$ cat config.mk
export PLATFORM = sky130hd
export DESIGN_NAME = mc_datapath
export DESIGN_NICKNAME = d
export VERILOG_FILES = /design/src/rtl/dp_pkg.sv /design/src/rtl/dp_regfile.sv /design/src/rtl/dp_alu.sv /design/src/rtl/mc_datapath.sv
export SDC_FILE = /design/constraint.sdc
export NUM_CORES = 2
export LEC_CHECK = 0
export BUFFER_PORTS_ARGS = -buffer_cell sky130_fd_sc_hd__buf_2
export CORE_MARGIN = 5
export CORE_UTILIZATION = 40
export DETAILED_ROUTE_END_ITERATION = 6
export PLACE_DENSITY_LB_ADDON = 0.12
export SLEW_MARGIN = 30
export SYNTH_ARGS = -nofsm -noshare
export SYNTH_HDL_FRONTEND = slang
export SYNTH_HIERARCHICAL = 1
export SYNTH_SLANG_ARGS = --single-unit
$ cat constraint.sdc
create_clock -name clk -period 9.69 [get_ports clk]
set_clock_uncertainty 0.05 [all_clocks]
set_input_delay 2.907 -clock clk [delete_from_list [all_inputs] [get_ports clk]]
set_output_delay 2.907 -clock clk [all_outputs]
set_load 0.1 [all_outputs]
$ cat src/rtl/dp_pkg.sv
package dp_pkg;

    typedef enum logic [2:0] {
        ALU_ADD = 3'd0,
        ALU_SUB = 3'd1,
        ALU_AND = 3'd2,
        ALU_OR  = 3'd3,
        ALU_SLT = 3'd4
    } alu_op_e;

    typedef enum logic [1:0] {
        SRCB_REG    = 2'd0,
        SRCB_FOUR   = 2'd1,
        SRCB_IMM    = 2'd2,
        SRCB_IMM_X4 = 2'd3
    } srcb_e;

    typedef enum logic [1:0] {
        PCS_ALU    = 2'd0,
        PCS_ALUREG = 2'd1,
        PCS_JUMP   = 2'd2
    } pcsrc_e;

endpackage

$ cat src/rtl/dp_regfile.sv
module dp_regfile #(
    parameter int XLEN  = 32,
    parameter int NREGS = 32,
    localparam int AW   = $clog2(NREGS)
) (
    input  logic            clk,
    input  logic            rst_n,
    input  logic [AW-1:0]   rd_addr_a,
    input  logic [AW-1:0]   rd_addr_b,
    output logic [XLEN-1:0] rd_data_a,
    output logic [XLEN-1:0] rd_data_b,
    input  logic            wr_en,
    input  logic [AW-1:0]   wr_addr,
    input  logic [XLEN-1:0] wr_data
);

    logic [XLEN-1:0] store_q [NREGS];

    always_ff @(posedge clk) begin
        if (!rst_n) begin
            for (int i = 0; i < NREGS; i++) store_q[i] <= '0;
        end else if (wr_en && (wr_addr != '0)) begin
            store_q[wr_addr] <= wr_data;
        end
    end

    assign rd_data_a = (rd_addr_a == '0) ? '0 : store_q[rd_addr_a];
    assign rd_data_b = (rd_addr_b == '0) ? '0 : store_q[rd_addr_b];

    // entry zero never holds anything but zero
    a_r6_zero_entry: assert property (@(posedge clk) disable iff (!rst_n)
        store_q[0] == '0);

endmodule

$ cat src/rtl/dp_alu.sv
module dp_alu
    import dp_pkg::*;
#(
    parameter int XLEN = 32
) (
    input  logic            clk,
    input  logic            rst_n,
    input  logic [XLEN-1:0] opnd_a,
    input  logic [XLEN-1:0] opnd_b,
    input  alu_op_e         op,
    output logic [XLEN-1:0] result,
    output logic            is_zero
);

    always_comb begin
        unique case (op)
            ALU_ADD: result = opnd_a + opnd_b;
            ALU_SUB: result = opnd_a - opnd_b;
            ALU_AND: result = opnd_a & opnd_b;
            ALU_OR:  result = opnd_a | opnd_b;
            ALU_SLT: result = {{(XLEN-1){1'b0}}, ($signed(opnd_a) < $signed(opnd_b))};
            default: result = '0;
        endcase
    end

    assign is_zero = (result == '0);

    // set-on-less-than only ever drives bit 0
    a_r4_slt_single_bit: assert property (@(posedge clk) disable iff (!rst_n)
        (op == ALU_SLT) |-> (result[XLEN-1:1] == '0));

endmodule

$ cat src/rtl/mc_datapath.sv
module mc_datapath
    import dp_pkg::*;
#(
    parameter int XLEN  = 32,
    parameter int NREGS = 32
) (
    input  logic            clk,
    input  logic            rst_n,
    input  logic            pc_we,
    input  logic            pc_we_cond,
    input  logic            addr_sel,
    input  logic            ir_we,
    input  logic            rf_we,
    input  logic            dst_sel,
    input  logic            wb_sel,
    input  logic            srca_sel,
    input  logic [1:0]      srcb_sel,
    input  logic [2:0]      alu_op,
    input  logic [1:0]      pc_src,
    input  logic [XLEN-1:0] mem_rdata,
    output logic [XLEN-1:0] mem_addr,
    output logic [XLEN-1:0] mem_wdata,
    output logic [5:0]      opcode,
    output logic [5:0]      funct,
    output logic            zero
);

    localparam int AW   = $clog2(NREGS);
    localparam int IMMW = 16;

    logic [XLEN-1:0] pc_q, mdr_q, a_q, b_q, aluout_q;
    logic [31:0]     ir_q;
    logic [XLEN-1:0] rf_a, rf_b, wb_data;
    logic [AW-1:0]   wb_addr;
    logic [XLEN-1:0] opnd_a, opnd_b, alu_res, imm_ext, jump_tgt, pc_next;
    logic            pc_load;
    srcb_e           srcb_k;
    pcsrc_e          pcsrc_k;

    assign srcb_k  = srcb_e'(srcb_sel);
    assign pcsrc_k = pcsrc_e'(pc_src);

    // holding registers
    always_ff @(posedge clk) begin
        if (!rst_n) begin
            pc_q     <= '0;
            ir_q     <= '0;
            mdr_q    <= '0;
            a_q      <= '0;
            b_q      <= '0;
            aluout_q <= '0;
        end else begin
            if (pc_load) pc_q <= pc_next;
            if (ir_we)   ir_q <= mem_rdata[31:0];
            mdr_q    <= mem_rdata;
            a_q      <= rf_a;
            b_q      <= rf_b;
            aluout_q <= alu_res;
        end
    end

    // register file and write-back path
    assign wb_addr = dst_sel ? ir_q[15:11] : ir_q[20:16];
    assign wb_data = wb_sel ? mdr_q : aluout_q;

    dp_regfile #(.XLEN(XLEN), .NREGS(NREGS)) i_regs (
        .clk       (clk),
        .rst_n     (rst_n),
        .rd_addr_a (ir_q[25:21]),
        .rd_addr_b (ir_q[20:16]),
        .rd_data_a (rf_a),
        .rd_data_b (rf_b),
        .wr_en     (rf_we),
        .wr_addr   (wb_addr),
        .wr_data   (wb_data)
    );

    // operand selection
    assign imm_ext = {{(XLEN-IMMW){ir_q[IMMW-1]}}, ir_q[IMMW-1:0]};
    assign opnd_a  = srca_sel ? a_q : pc_q;

    always_comb begin
        unique case (srcb_k)
            SRCB_REG:    opnd_b = b_q;
            SRCB_FOUR:   opnd_b = XLEN'(4);
            SRCB_IMM:    opnd_b = imm_ext;
            SRCB_IMM_X4: opnd_b = {imm_ext[XLEN-3:0], 2'b00};
            default:     opnd_b = b_q;
        endcase
    end

    dp_alu #(.XLEN(XLEN)) i_alu (
        .clk     (clk),
        .rst_n   (rst_n),
        .opnd_a  (opnd_a),
        .opnd_b  (opnd_b),
        .op      (alu_op_e'(alu_op)),
        .result  (alu_res),
        .is_zero (zero)
    );

    // next PC
    assign jump_tgt = {pc_q[XLEN-1:28], ir_q[25:0], 2'b00};
    assign pc_load  = pc_we | (pc_we_cond & zero);

    always_comb begin
        unique case (pcsrc_k)
            PCS_ALU:    pc_next = alu_res;
            PCS_ALUREG: pc_next = aluout_q;
            PCS_JUMP:   pc_next = jump_tgt;
            default:    pc_next = pc_q;
        endcase
    end

    // outputs
    assign mem_addr  = addr_sel ? aluout_q : pc_q;
    assign mem_wdata = b_q;
    assign opcode    = ir_q[31:26];
    assign funct     = ir_q[5:0];

    // IR is frozen without its write enable
    a_r2_ir_hold: assert property (@(posedge clk) disable iff (!rst_n)
        !ir_we |=> $stable(ir_q));

    // PC holds unless a write or a qualified branch write occurs
    a_r10_pc_hold: assert property (@(posedge clk) disable iff (!rst_n)
        !(pc_we || (pc_we_cond && zero)) |=> $stable(pc_q));

    // a jump keeps the current region bits
    a_r11_jump_region: assert property (@(posedge clk) disable iff (!rst_n)
        (pc_we && pcsrc_k == PCS_JUMP) |=> (pc_q[XLEN-1:28] == $past(pc_q[XLEN-1:28])));

    // comparing A against B through subtraction sets zero on equality
    a_r5_equal_zero: assert property (@(posedge clk) disable iff (!rst_n)
        (alu_op == 3'd1 && srca_sel && srcb_k == SRCB_REG) |-> (zero == (a_q == b_q)));

endmodule

==> results.json <==
{
  "vias_per_cell": 6.02,
  "synth.yosys.seq_area_share": 0.512,
  "remaining_routing_drc_violations": 0,
  "power_report.internal_total_uw": 9820,
  "grt_pass1_vias": 46300,
  "cp-start-kind": "input pin",
  "track_usage": 0.278,
  "cts.hold.buffers_added": 0,
  "post-route-worst-setup-slack_ps": -351,
  "ant_nets": 0,
  "die-height_um": 421,
  "root_buffer_cell": "sky130_fd_sc_hd__clkbuf_16",
  "number_of_enable_flip_flop_cells_after_synthesis": 1024,
  "rsz0062_at_grt": "true",
  "violations_in_the_final_reports": "negative setup slack",
  "synthDistinctLibCells": 87,
  "wl_met1_um": 103000,
  "layout_worst_path_cycle_share": 1.04,
  "finalSetupViolations": 1,
  "num_rows": 150,
  "final_cell_area_mm2": 0.0780,
  "postSynthRegisterBits": 1216,
  "post-place-ws_ps": -876,
  "avgRoutedWirePerCell_um": 33.0,
  "worst_ep_arrival_time_ps": 7080,
  "power.density_mw_per_mm2": 178,
  "clock-sinks": 1216,
  "finalHoldWorstSlack_ps": 457,
  "min_path_type": "flip-flop to flip-flop",
  "max-clock-path-buffers": 3,
  "critical_path.endpoint_type": "primary output",
  "num_io_pins": 126,
  "routabilityCongestion": 0.955,
  "cellLeakagePower_uw": 0.0283,
  "worst_slew_margin_rel": 0.294,
  "maximum_number_of_pins_on_one_net_before_global_route_repair": 112,
  "final_cell_mix": "sky130_fd_sc_hd__and2_1, sky130_fd_sc_hd__edfxtp_1, sky130_fd_sc_hd__mux4_2, sky130_fd_sc_hd__buf_4, sky130_fd_sc_hd__mux2i_1",
  "synthesis.area_per_instance_um2": 13.3,
  "drt-total-wl_um": 253000,
  "timing_worst_slew_pin_value_ps": 1050,
  "postSynth.asyncResetShare": 0,
  "pwr-share-clk": 0.374,
  "syn_area_mm2": 0.0675,
  "met3WireLength_um": 18500,
  "mostFrequentLayoutCell": "sky130_fd_sc_hd__and2_1",
  "cts_tree": "yes",
  "final_cell_count_no_fill": 7664,
  "cts.clk_slew.worst_paths_ps": 50,
  "portBuffers": 125,
  "crit_path_max_fanout": 6,
  "die_w_um": 421,
  "detailedRoute.firstIterationViolations": 5291,
  "maxUsedRoutingLayer": "met5",
  "finalWorstPathRequiredPeriod_ps": 10040,
  "share_comb_of_total_power": 0.188,
  "layout-drive-gt1-share": 0.294,
  "max_cap_viol_count": 0,
  "first_pass_grt_wire_length_um": 355000,
  "grt_overflow_total": 0,
  "route.met2.wl_um": 124000,
  "antenna_found_initial": 15,
  "net_switching_power_figure_uw": 4030,
  "place.detailed.instances": 7396,
  "place_area_mm2": 0.0728,
  "finalPower_uw": 13900,
  "cts-htree-levels": 4,
  "max_freq_ghz": 0.0996,
  "ys.warnings.count": 6,
  "design.die.area_mm2": 0.177,
  "initial_standard_cell_utilization_of_the_core": 0.403,
  "share_seq_of_total_power": 0.438,
  "setup.worst_path.class": "input pin to primary output",
  "via_count": 46159,
  "report.final.hold_viol_count": 0,
  "core_region_area_mm2": 0.168,
  "irDropWorstVdd_v": 0.000136,
  "dominantRegCellSynth": "sky130_fd_sc_hd__edfxtp_1",
  "p_sw_frac": 0.291,
  "tritoncts.num_buffers": 141,
  "first_pass_iters": 5,
  "timing_max_transition_violations_final": 0,
  "dpl.hpwl_um": 160000,
  "final_nets": 5507,
  "syn_to_final_growth_pct": 15.5,
  "synthesis.instances": 5082,
  "run_status": "finished, violations left",
  "crit_required_ps": 6730,
  "insertion_delay_ps": 800
}
## per-layer routing
metal  up-vias  GRT usage
met2      2025      0.474
li1      19656          -
met1     24101      0.369
met5         -          0
met4         2     0.0797
met3       375     0.0446
## through the flow
step / utilization / setup TNS (ps)
global route: 0.465 / -521
global placement: 0.434 / -828
floorplan: - / -537
detailed placement: 0.435 / -876
finish: 0.465 / -351
CTS: 0.462 / -545
## final timing paths
kind / cells after the start / slack, ps / end / start
hold reg to reg: 1 / 460 / pc_q[18]$_SDFFE_PN0P_ / pc_q[18]$_SDFFE_PN0P_
setup reg to reg: 25 / 4000 / pc_q[24]$_SDFFE_PN0P_ / ir_q[2]$_SDFFE_PN0P_
setup / recovery: 20 / -350 / zero / srca_sel
hold / removal: 1 / 460 / pc_q[18]$_SDFFE_PN0P_ / pc_q[18]$_SDFFE_PN0P_
## cells in the mapped netlist (all sizes together) (8+ instances only)
cell type | count | area [um^2]
a21o | 28 | 210
a31oi | 15 | 93.8
a211oi | 46 | 350
or3 | 13 | 81.3
mux2 | 132 | 1490
xnor2 | 19 | 166
nor3 | 81 | 410
and2 | 1130 | 7070
mux4 | 470 | 10600
dfxtp | 192 | 3840
nor2 | 131 | 492
clkbuf | 325 | 1220
nor4 | 23 | 150
edfxtp | 1024 | 30700
o211ai | 14 | 105
mux2i | 214 | 2140
o21bai | 11 | 82.6
nand2b | 13 | 81.3
o311a | 9 | 90.1
nand4 | 11 | 68.8
buf | 184 | 1190
a211o | 8 | 70.1
o22ai | 94 | 588
a22oi | 44 | 330
a22o | 79 | 692
nor2b | 59 | 377
o31ai | 12 | 90.1
o21ai | 98 | 490
o221ai | 35 | 307
nand2 | 92 | 345
nand3 | 23 | 115
inv | 106 | 398
ha | 109 | 1360
a21oi | 119 | 611
a2111oi | 31 | 305
## worst max-delay path, cell delays in order
cell and delay (ps):
sky130_fd_sc_hd__buf_12 110, sky130_fd_sc_hd__buf_8 130, sky130_fd_sc_hd__buf_4 110, sky130_fd_sc_hd__mux2_2 380, sky130_fd_sc_hd__inv_1 120, sky130_fd_sc_hd__ha_4 220
sky130_fd_sc_hd__a21o_1 210, sky130_fd_sc_hd__buf_4 150, sky130_fd_sc_hd__a31oi_1 300, sky130_fd_sc_hd__o31ai_1 190, sky130_fd_sc_hd__or3_4 410, sky130_fd_sc_hd__a211oi_2 210
sky130_fd_sc_hd__a31oi_1 70, sky130_fd_sc_hd__xnor2_1 190, sky130_fd_sc_hd__o22ai_1 140, sky130_fd_sc_hd__nor4_2 350, sky130_fd_sc_hd__buf_4 160, sky130_fd_sc_hd__nand4_1 180
sky130_fd_sc_hd__nor4_4 300, sky130_fd_sc_hd__buf_12 220
## cell type report
| cell class | count | area, um^2 |
|---|---|---|
| fill | 14844 | 89600 |
| sequential | 1216 | 34600 |
| antenna | 7 | 17.5 |
| timing repair buffer | 600 | 4390 |
| multi-input combinational | 3281 | 31400 |
| clock buffer | 180 | 3790 |
| inverter | 107 | 404 |
| tap | 2204 | 2760 |
| clock inverter | 69 | 604 |
## flip-flops by register name, summed over array words and instances, names as in the netlist
register        flops
ir_q               32
mem_wdata          32
mdr_q              32
i_regs/store_q   1024
pc_q               32
a_q                32
aluout_q           32
## timing repair
item / in CTS / in global routing
setup endpoints to repair: 1 / 1
buffers inserted: 5 / 8
pin swaps: 12 / 28
resized for setup: 54 / 90
cloned: 0 / 0
## power groups by stage
stage          clock network (uW)  registers (uW)  logic [uW]
6_report                     5180            6070        2600
5_1_grt                      5480            6090        2730
4_1_cts                      5280            6070        2520
3_5_place_dp                    0            6180        2490
3_3_place_gp                    0            6170        2490
2_1_floorplan                   0            6180        1430
## cell families after synthesis
| family | share of synthesized area |
|---|---|
| other cells | 0.0000555 |
| mux | 0.210 |
| fa+ha+maj | 0.0208 |
| compound gates | 0.0709 |
| flops | 0.512 |
| simple gates | 0.141 |
| xor+xnor | 0.00272 |
| buf+inv | 0.0416 |
No activity file was read; power rests on OpenSTA's default activity.
